===== src/rtl/qenc_pkg.sv =====
package qenc_pkg;

    typedef enum logic [1:0] {
        MODE_CLOCK  = 2'd0,
        MODE_ENC_A  = 2'd1,
        MODE_ENC_B  = 2'd2,
        MODE_ENC_AB = 2'd3
    } cnt_mode_e;

    // synchronized quadrature levels and their edge flags
    typedef struct packed {
        logic a_lvl;
        logic b_lvl;
        logic a_edge;
        logic b_edge;
    } quad_s;

    // one requested count movement
    typedef struct packed {
        logic step;
        logic down;
    } move_s;

    // an edge on A is backward when the new A level equals B
    function automatic logic a_edge_down(input quad_s q);
        return ~(q.a_lvl ^ q.b_lvl);
    endfunction

    // an edge on B is backward when the new B level differs from A
    function automatic logic b_edge_down(input quad_s q);
        return q.a_lvl ^ q.b_lvl;
    endfunction

endpackage


===== src/rtl/qenc_sync.sv =====
module qenc_sync #(
    parameter int N_IN   = 2,
    parameter int STAGES = 2
) (
    input  logic            clk,
    input  logic            rst,
    input  logic [N_IN-1:0] raw_i,
    output logic [N_IN-1:0] lvl_o,
    output logic [N_IN-1:0] edge_o
);

    for (genvar gi = 0; gi < N_IN; gi++) begin : g_chan
        logic [STAGES-1:0] pipe;
        logic              prev;

        always_ff @(posedge clk) begin
            if (rst) begin
                pipe <= '0;
                prev <= 1'b0;
            end else begin
                pipe <= {pipe[STAGES-2:0], raw_i[gi]};
                prev <= pipe[STAGES-1];
            end
        end

        assign lvl_o[gi]  = pipe[STAGES-1];
        assign edge_o[gi] = pipe[STAGES-1] ^ prev;
    end

endmodule


===== src/rtl/qenc_prescaler.sv =====
module qenc_prescaler #(
    parameter int PSC_W = 16
) (
    input  logic             clk,
    input  logic             rst,
    input  logic             run_i,
    input  logic             restart_i,
    input  logic             load_i,
    input  logic [PSC_W-1:0] ratio_m1_i,
    output logic             tick_o
);

    localparam logic [PSC_W-1:0] P_ONE = PSC_W'(1);

    logic [PSC_W-1:0] ratio_q;
    logic [PSC_W-1:0] div_q;

    assign tick_o = run_i && (div_q == ratio_q);

    always_ff @(posedge clk) begin
        if (rst) begin
            ratio_q <= '0;
            div_q   <= '0;
        end else begin
            if (load_i) begin
                ratio_q <= ratio_m1_i;
            end
            if (restart_i) begin
                div_q <= '0;
            end else if (run_i) begin
                div_q <= tick_o ? '0 : div_q + P_ONE;
            end
        end
    end

endmodule


===== src/rtl/qenc_decode.sv =====
module qenc_decode
    import qenc_pkg::*;
(
    input  cnt_mode_e mode_i,
    input  quad_s     quad_i,
    input  logic      tick_i,
    output move_s     move_o
);

    always_comb begin
        move_o = '0;
        unique case (mode_i)
            MODE_CLOCK: begin
                move_o.step = tick_i;
                move_o.down = 1'b0;
            end
            MODE_ENC_A: begin
                move_o.step = quad_i.a_edge;
                move_o.down = a_edge_down(quad_i);
            end
            MODE_ENC_B: begin
                move_o.step = quad_i.b_edge;
                move_o.down = b_edge_down(quad_i);
            end
            MODE_ENC_AB: begin
                // both inputs moving together is not a valid quadrature step
                move_o.step = quad_i.a_edge ^ quad_i.b_edge;
                move_o.down = quad_i.a_edge ? a_edge_down(quad_i)
                                            : b_edge_down(quad_i);
            end
            default: move_o = '0;
        endcase
    end

endmodule


===== src/rtl/qenc_counter.sv =====
module qenc_counter
    import qenc_pkg::*;
#(
    parameter int CNT_W = 16,
    parameter int PSC_W = 16
) (
    input  logic             clk,
    input  logic             rst,
    input  logic             cfg_enable,
    input  logic [1:0]       cfg_mode,
    input  logic             cfg_arr_preload,
    input  logic             arr_wr,
    input  logic [CNT_W-1:0] arr_wdata,
    input  logic             psc_wr,
    input  logic [PSC_W-1:0] psc_wdata,
    input  logic             cnt_wr,
    input  logic [CNT_W-1:0] cnt_wdata,
    input  logic             upd_gen,
    input  logic             enc_a,
    input  logic             enc_b,
    output logic [CNT_W-1:0] count_o,
    output logic             dir_o,
    output logic             update_o
);

    localparam logic [CNT_W-1:0] C_ONE = CNT_W'(1);
    localparam logic [CNT_W-1:0] C_MAX = {CNT_W{1'b1}};

    cnt_mode_e        mode;
    logic [1:0]       enc_lvl;
    logic [1:0]       enc_edge;
    quad_s            quad;
    logic             tick;
    move_s            move;
    logic             step_en;
    logic             wrap_up;
    logic             wrap_dn;
    logic             wrap;
    logic             update_now;
    logic [CNT_W-1:0] arr_buf_q;
    logic [CNT_W-1:0] arr_act_q;
    logic [PSC_W-1:0] psc_buf_q;
    logic [PSC_W-1:0] psc_load_val;
    logic [CNT_W-1:0] count_q;
    logic             dir_q;
    logic             update_q;

    assign mode = cnt_mode_e'(cfg_mode);

    qenc_sync #(
        .N_IN  (2),
        .STAGES(2)
    ) u_sync (
        .clk   (clk),
        .rst   (rst),
        .raw_i ({enc_a, enc_b}),
        .lvl_o (enc_lvl),
        .edge_o(enc_edge)
    );

    assign quad = '{a_lvl: enc_lvl[1], b_lvl: enc_lvl[0],
                    a_edge: enc_edge[1], b_edge: enc_edge[0]};

    qenc_prescaler #(
        .PSC_W(PSC_W)
    ) u_psc (
        .clk       (clk),
        .rst       (rst),
        .run_i     (cfg_enable && (mode == MODE_CLOCK)),
        .restart_i (update_now),
        .load_i    (update_now),
        .ratio_m1_i(psc_load_val),
        .tick_o    (tick)
    );

    qenc_decode u_dec (
        .mode_i(mode),
        .quad_i(quad),
        .tick_i(tick),
        .move_o(move)
    );

    // a step only counts when enabled and not displaced by a strobe
    assign step_en    = cfg_enable && move.step && !upd_gen && !cnt_wr;
    assign wrap_up    = step_en && !move.down && (count_q >= arr_act_q);
    assign wrap_dn    = step_en &&  move.down && (count_q == '0);
    assign wrap       = wrap_up || wrap_dn;
    assign update_now = upd_gen || wrap;

    // a write in the update cycle is taken by that update
    assign psc_load_val = psc_wr ? psc_wdata : psc_buf_q;

    always_ff @(posedge clk) begin
        if (rst) begin
            arr_buf_q <= C_MAX;
            arr_act_q <= C_MAX;
            psc_buf_q <= '0;
        end else begin
            if (arr_wr) begin
                arr_buf_q <= arr_wdata;
            end
            if (arr_wr && !cfg_arr_preload) begin
                arr_act_q <= arr_wdata;
            end else if (update_now) begin
                arr_act_q <= arr_wr ? arr_wdata : arr_buf_q;
            end
            if (psc_wr) begin
                psc_buf_q <= psc_wdata;
            end
        end
    end

    always_ff @(posedge clk) begin
        if (rst) begin
            count_q  <= '0;
            dir_q    <= 1'b0;
            update_q <= 1'b0;
        end else begin
            update_q <= update_now;
            if (upd_gen) begin
                count_q <= '0;
            end else if (cnt_wr) begin
                count_q <= cnt_wdata;
            end else if (step_en) begin
                dir_q <= move.down;
                if (wrap_up) begin
                    count_q <= '0;
                end else if (wrap_dn) begin
                    count_q <= arr_act_q;
                end else if (move.down) begin
                    count_q <= count_q - C_ONE;
                end else begin
                    count_q <= count_q + C_ONE;
                end
            end
        end
    end

    assign count_o  = count_q;
    assign dir_o    = dir_q;
    assign update_o = update_q;

endmodule


===== config.mk =====
export PLATFORM = sky130hd
export DESIGN_NAME = qenc_counter
export DESIGN_NICKNAME = d
export VERILOG_FILES = /design/src/rtl/qenc_pkg.sv /design/src/rtl/qenc_sync.sv /design/src/rtl/qenc_prescaler.sv /design/src/rtl/qenc_decode.sv /design/src/rtl/qenc_counter.sv
export SDC_FILE = /design/constraint.sdc
export NUM_CORES = 1
export LEC_CHECK = 0
export ABC_CLOCK_PERIOD_IN_PS = 3300
export CAP_MARGIN = 30
export CORE_ASPECT_RATIO = 0.8
export CORE_MARGIN = 2
export CORE_UTILIZATION = 45
export DETAILED_ROUTE_END_ITERATION = 6
export DONT_BUFFER_PORTS = 1
export PLACE_DENSITY = 0.66
export RECOVER_POWER = 25
export SLEW_MARGIN = 25
export SYNTH_ARGS = -nofsm -noshare
export SYNTH_HDL_FRONTEND = slang
export SYNTH_SLANG_ARGS = --single-unit

===== constraint.sdc =====
create_clock -name clk -period 3.3 [get_ports clk]
set_input_delay 0.66 -clock clk [delete_from_list [all_inputs] [get_ports clk]]
set_output_delay 0.66 -clock clk [all_outputs]
set_load 0.02 [all_outputs]

; ---- Yosys cells after proc, flatten, opt, wreduce, memory -nomap -nowiden
; Index checks and enable logic that the tools add are counted.
[totals]
inputBits = 60
memories = 0
reg_bits = 104
output_inout_bits = 18
latch_bits = 0
mem_bits_ro = 0
ramBits = 0
[classes]
muxes = 12
n_div = 0
addsub = 3
order_cmp = 1
shift = 0
n_eq_ne = 4
bitwise = 7
multipliers = 0
reduce_logical = 23
[ops]
columns = op, count
row1 = $mux 16, 10
row2 = $add 16x1->16 const B, 2
row3 = $eq 16x16->1, 1
row4 = $ge 16x16->1, 1
row5 = $logic_not 16->1, 1
row6 = $sub 16x1->16 const B, 1
row7 = $logic_and 1x1->1, 10
row8 = $pmux 2 s4, 1
row9 = $eq 2x2->1 const B, 2
row10 = $logic_not 1->1, 4
row11 = $reduce_bool 2->1, 2
row12 = $reduce_or 2->1, 2
row13 = $xor 1x1->1, 4
row14 = $not 1->1, 3
row15 = $reduce_and 3->1, 1
row16 = $eq 2x1->1 const B, 1
row17 = $logic_not 2->1, 1
row18 = $logic_or 1x1->1, 2
row19 = $mux 1, 1

; ---- Longest topological paths before layout
[depth]
ltp_word = 13
ltp_mapped = 14

; ---- Hierarchy
; A second synthesis with hierarchy kept.
[hier_totals]
cells_unflattened = 607
area_unflattened_um2 = 5694.2
[modules_own_cells]
columns = module, cells_per_inst, n_inst, area_per_inst_um2
row1 = qenc_counter, 430, 1, 3995.1
row2 = qenc_prescaler, 151, 1, 1436.4
row3 = qenc_sync, 16, 1, 192.7
row4 = qenc_decode, 10, 1, 70.1

; ---- Worst setup path before layout
; OpenSTA, ideal clock, no wires.
[synth_path]
kind = input to register
startpoint = input port cfg_mode[1]
endpoint = register count_q[12], in the netlist count_o[12]
arrival_time_ns = 3.312
setup_ns = 0.130
slack_ns = -0.141
stages = 13
t_required_ns = 3.170
path_cell_list = inv_1 -> nor3_1 -> or2_1 -> buf_2 -> xnor2_1 -> ha_1 -> or3_4 -> or2_2 -> or4_1 -> nor3_1 -> mux2_2 -> a22oi_1 -> o32ai_1
[synth_between]
elab_chain_cells = 13
elab_cells_between_ends = 21
cone_classes = eq/ne (3) / mux (6) / reduce/logical (12)
[synth_lines]
columns = item, line_no
row1 = from (decl), qenc_counter.sv:10  ; input logic [1:0] cfg_mode,
row2 = $logic_not 2->1, "qenc_decode.sv:12, qenc_counter.sv:69"
row3 = $logic_and 1x1->1, qenc_counter.sv:69  ; .run_i (cfg_enable && (mode == MODE_CLOCK)),
row4 = $logic_and 1x1->1, qenc_prescaler.sv:18  ; assign tick_o = run_i && (div_q == ratio_q);
row5 = $pmux 2 s4 (*), qenc_decode.sv:12  ; unique case (mode_i)
row6 = $logic_and 1x1->1 (3 in series), qenc_counter.sv:84  ; assign step_en = cfg_enable && move.step && !upd_gen && !cnt_wr;
row7 = $logic_and 1x1->1 (2 in series), qenc_counter.sv:86  ; assign wrap_dn = step_en && move.down && (count_q == '0);
row8 = $mux 16, qenc_counter.sv:128  ; end else if (wrap_dn) begin
row9 = $mux 16, qenc_counter.sv:126  ; if (wrap_up) begin
row10 = $mux 16, qenc_counter.sv:124  ; end else if (step_en) begin
row11 = $mux 16, qenc_counter.sv:122  ; end else if (cnt_wr) begin
row12 = to (signal assigned), qenc_counter.sv:123  ; count_q <= cnt_wdata;
row13 = to (signal assigned), qenc_counter.sv:129  ; count_q <= arr_act_q;
row14 = to (signal assigned), qenc_counter.sv:131  ; count_q <= count_q - C_ONE;
row15 = to (decl), qenc_counter.sv:44  ; logic [CNT_W-1:0] count_q;
; Every way passes the cells marked *; elsewhere a longest branch is shown, timed or not. The select of a mux whose other input is x is not followed.
; A chain may end at the register's enable or synchronous reset.

; ---- Final worst setup path
[layout_path]
startpoint = register u_sync.g_chan[0].pipe[1]
endpoint = register count_q[12], in the netlist count_o[12]
[layout_between]
elab_chain_cells = 12
elab_cells_between_ends = 20
cone_classes = mux (7) / bitwise (4) / reduce/logical (9)
[layout_lines]
columns = item, line_no
row1 = from (decl), qenc_sync.sv:13  ; logic [STAGES-1:0] pipe;
row2 = from (signal assigned), qenc_sync.sv:21  ; pipe <= {pipe[STAGES-2:0], raw_i[gi]};
row3 = $xor 1x1->1, qenc_sync.sv:27  ; assign edge_o[gi] = pipe[STAGES-1] ^ prev;
row4 = $xor 1x1->1, qenc_decode.sv:27  ; move_o.step = quad_i.a_edge ^ quad_i.b_edge;
row5 = $pmux 2 s4 (*), qenc_decode.sv:12
row6 = $logic_and 1x1->1 (3 in series), qenc_counter.sv:84
row7 = $logic_and 1x1->1 (2 in series), qenc_counter.sv:86
row8 = $mux 16, qenc_counter.sv:128
row9 = $mux 16, qenc_counter.sv:126
row10 = $mux 16, qenc_counter.sv:124
row11 = $mux 16, qenc_counter.sv:122
; Marked as above.

==> summary.md <==
| Metric | Value |
|---|---|
| Nets | 683 |
| Post-DP HPWL | 10.3 mm |
| Layout cell share with drive strength beyond 1 | 10.2% |
| Drt total wl | 13.7 mm |
| Dpl ws | 0.0421 ns |
| Top Ports | 78 |
| # DRC | 0 |
| Max-cap violation count | 0 |
| Final Power | 2.81 mW |
| Number of port buffers | 0 |
| Status | complete, no violations |
| Tot GR Track Use | 22.5% |
| Critical Path Sink Type | flop |
| Minimum hold slack | 0.386 ns |
| Worst-path fanout max | 4 |
| CTS H-tree lvls | 3 |
| CTS tree | done |
| WP data arrival | 3.32 ns |
| Total Die Area | 0.0127 mm² |
| Unrepaired setup endpoints after global routing | no |
| Cell area after synthesis | 0.00532 mm² |
| #FFs+latches synth | 104 |
| Final number of setup-violating endpoints | 0 |
| Clk root buf | clkbuf_16 |
| Crit path required time | 3.51 ns |
| Final worst-path setup slack | 0.186 ns |
| Slew Limit Fails | 0 |
| Clock net sink count | 104 |
| Pwr dens | 483 mW/mm² |
| VDD IR max | 0.000291 V |
| Fin. Hold Viols | 0 |
| Site Rows | 35 |
| Post-synth top flop | dfxtp_1 |
| Vias after detailed routing | 4345 |
| Setup TNS | 0 ns |
| Period utilization | 94.4% |
| Synth warnings | 0 |
| Maximum clock path buffer count | 2 |
| Tmin final | 3.11 ns |
| Critical path class | flop to flop |
| Syn avg cell area | 8.79 µm² |
| TritonCTS Buffers | 9 |
| First-pass GRT wire length | 22.6 mm |
| LEAKAGE | 2.40 nW |
| Synth Instances | 605 |
| Die width | 126 µm |
| DIE HEIGHT | 101 µm |
| Multi-input gate area | 0.00294 mm² |
| Core area | 0.0115 mm² |
| Fill cell count | 1080 |
| Number of synthesized flops with an enable pin | 0 |
| Iter 0 DRT Violations | 282 |
| Layout overhead on the synthesized area | 9.52% |
| Net count after synthesis | 683 |
| Fmax | 0.321 GHz |
| Post-DRT Antenna Nets | 0 |
| Via density | 5.73 |
| Synth area leaders | dfxtp_1 39%, xnor2_1 5.9%, nor2_1 5.6% |
| Reg area | 0.00208 mm² |
| Worst Tran Pin Value | 0.717 ns |
| Largest area contributor in the netlist | dfxtp_1 |
| Hold crit path type | primary input to flop |
| Clk_lat worst skew | 0.35 ns |
| Largest net degree at the start of global routing | 42 |
| Vias in the first global route | 4143 |
| Ant diodes | 0 |
| Initial core utilization | 46.2% |
| Crit start category | flop |
| Initial antenna violation count | 0 |
| Synth unique cells | 61 |
| Top-area cell type share of the netlist area | 39.1% |
| Async SR Flop Fraction | 0% |
| Slew headroom | 51.8% |
| Commonest non-fill, non-tap cell in the layout | dfxtp_1 |
| Congestion Overflow GR | 0 |
| Drt wl/cell | 18.1 µm |
| GP Congestion | 0.928 |
| Most frequent cells in the layout | 102 x dfxtp_1, 79 x nor2_1, 38 x inv_1 |
| Pre-antenna DRT Iters | 4 |
| Sequential fraction of the synthesis area | 39.1% |
| Final Skew | 0.0109 ns |
| Worst-path clk slew | 0.08 ns |
| R2r setup slk | 0.19 ns |
[flip-flops by register name, indices dropped and copies added, names as in the netlist]
signal	flops
count_o	16
u_psc.ratio_q	16
u_sync.g_chan.prev	2
u_psc.div_q	16
update_o	1
arr_buf_q	16
arr_act_q	16
dir_o	1
psc_buf_q	16
u_sync.g_chan.pipe	4
[final timing paths]
| check | cells after the start | startpoint | end |
|---|---|---|---|
| worst min register to register | 1 | u_sync.g_chan[1].pipe[0] | u_sync.g_chan[1].pipe[1] |
| worst min-delay path | 1 | rst | u_sync.g_chan[1].pipe[1] |
| worst max-delay path | 12 | u_sync.g_chan[0].pipe[1] | count_o[12] |
| worst max register to register | 12 | u_sync.g_chan[0].pipe[1] | count_o[12] |
[layer usage]
layer  share of wire, %  vias up  global-route usage (%)
li1                   -     2130                       -
met1                 50     2022                    33.9
met2                 40      173                    32.0
met3                7.4       20                    5.18
met4                2.0        0                    6.67
met5                  0        -                       0
[logic make-up after synthesis]
kind of cell / Yosys count / share of synthesized area (%)
AOI/OAI and AO/OA: 137 / 18.4
xor gates and xnor gates: 51 / 8.40
adders and majority gates: 18 / 4.23
buffers and inverters: 73 / 6.07
DFF: 104 / 39.1
muxes: 26 / 4.92
and+or+nand+nor: 196 / 18.8
[cell type report]
| class | instances | share of cell area [%] |
|---|---|---|
| inverter | 38 | 2.45 |
| multi-input combinational | 428 | 50.4 |
| timing repair buffer | 24 | 3.09 |
| tap | 148 | 3.18 |
| clock buffer | 10 | 4.10 |
| sequential | 104 | 35.8 |
| clock inverter | 6 | 1.03 |
[worst max-delay path: stages, from the launching register on]
cell,delay [ns]
dfxtp_2,0.36
xnor2_2,0.19
mux2i_1,0.10
or2_1,0.26
xnor2_1,0.13
ha_2,0.17
or3_4,0.33
or2_2,0.30
or4_1,0.42
nor3_2,0.13
mux2_2,0.35
a22oi_1,0.13
o32ai_1,0.10
[synth_stat cells (11+ instances only)]
| cell | number |
|---|---|
| xor2_1 | 15 |
| ha_1 | 18 |
| nand3_1 | 11 |
| nand2_1 | 28 |
| o22ai_1 | 11 |
| inv_1 | 38 |
| mux2i_1 | 25 |
| xnor2_1 | 36 |
| a21oi_1 | 25 |
| a211oi_1 | 16 |
| nor2_1 | 79 |
| o21ai_0 | 20 |
| clkbuf_1 | 20 |
| a2bb2oi_1 | 16 |
| nor2b_1 | 25 |
| dfxtp_1 | 104 |
| a22o_1 | 16 |
| nand4_1 | 11 |
[power by group]
part	switching [mW]	internal (mW)	total (mW)
clock network	0.507	0.550	1.06
logic	0.219	0.175	0.394
registers	0.0446	1.32	1.36
[repair_timing]
item | in CTS | in global routing
endpoints found under the setup margin | 0 | 1
setup buffers | 0 | 0
hold buffers | 0 | 0
resized for setup | 0 | 3
endpoints found under the hold margin | 0 | 0
[metrics by stage]
step | util (%) | std cells | instance area (µm²)
2_1_floorplan | - | 605 | 5340
3_3_place_gp | 47.9 | 742 | 5520
3_5_place_dp | 47.9 | 742 | 5520
4_1_cts | 50.5 | 758 | 5820
5_1_grt | 50.6 | 758 | 5830
6_report | 50.6 | 758 | 5830
Note: power is estimated with default switching activity, not from simulation.
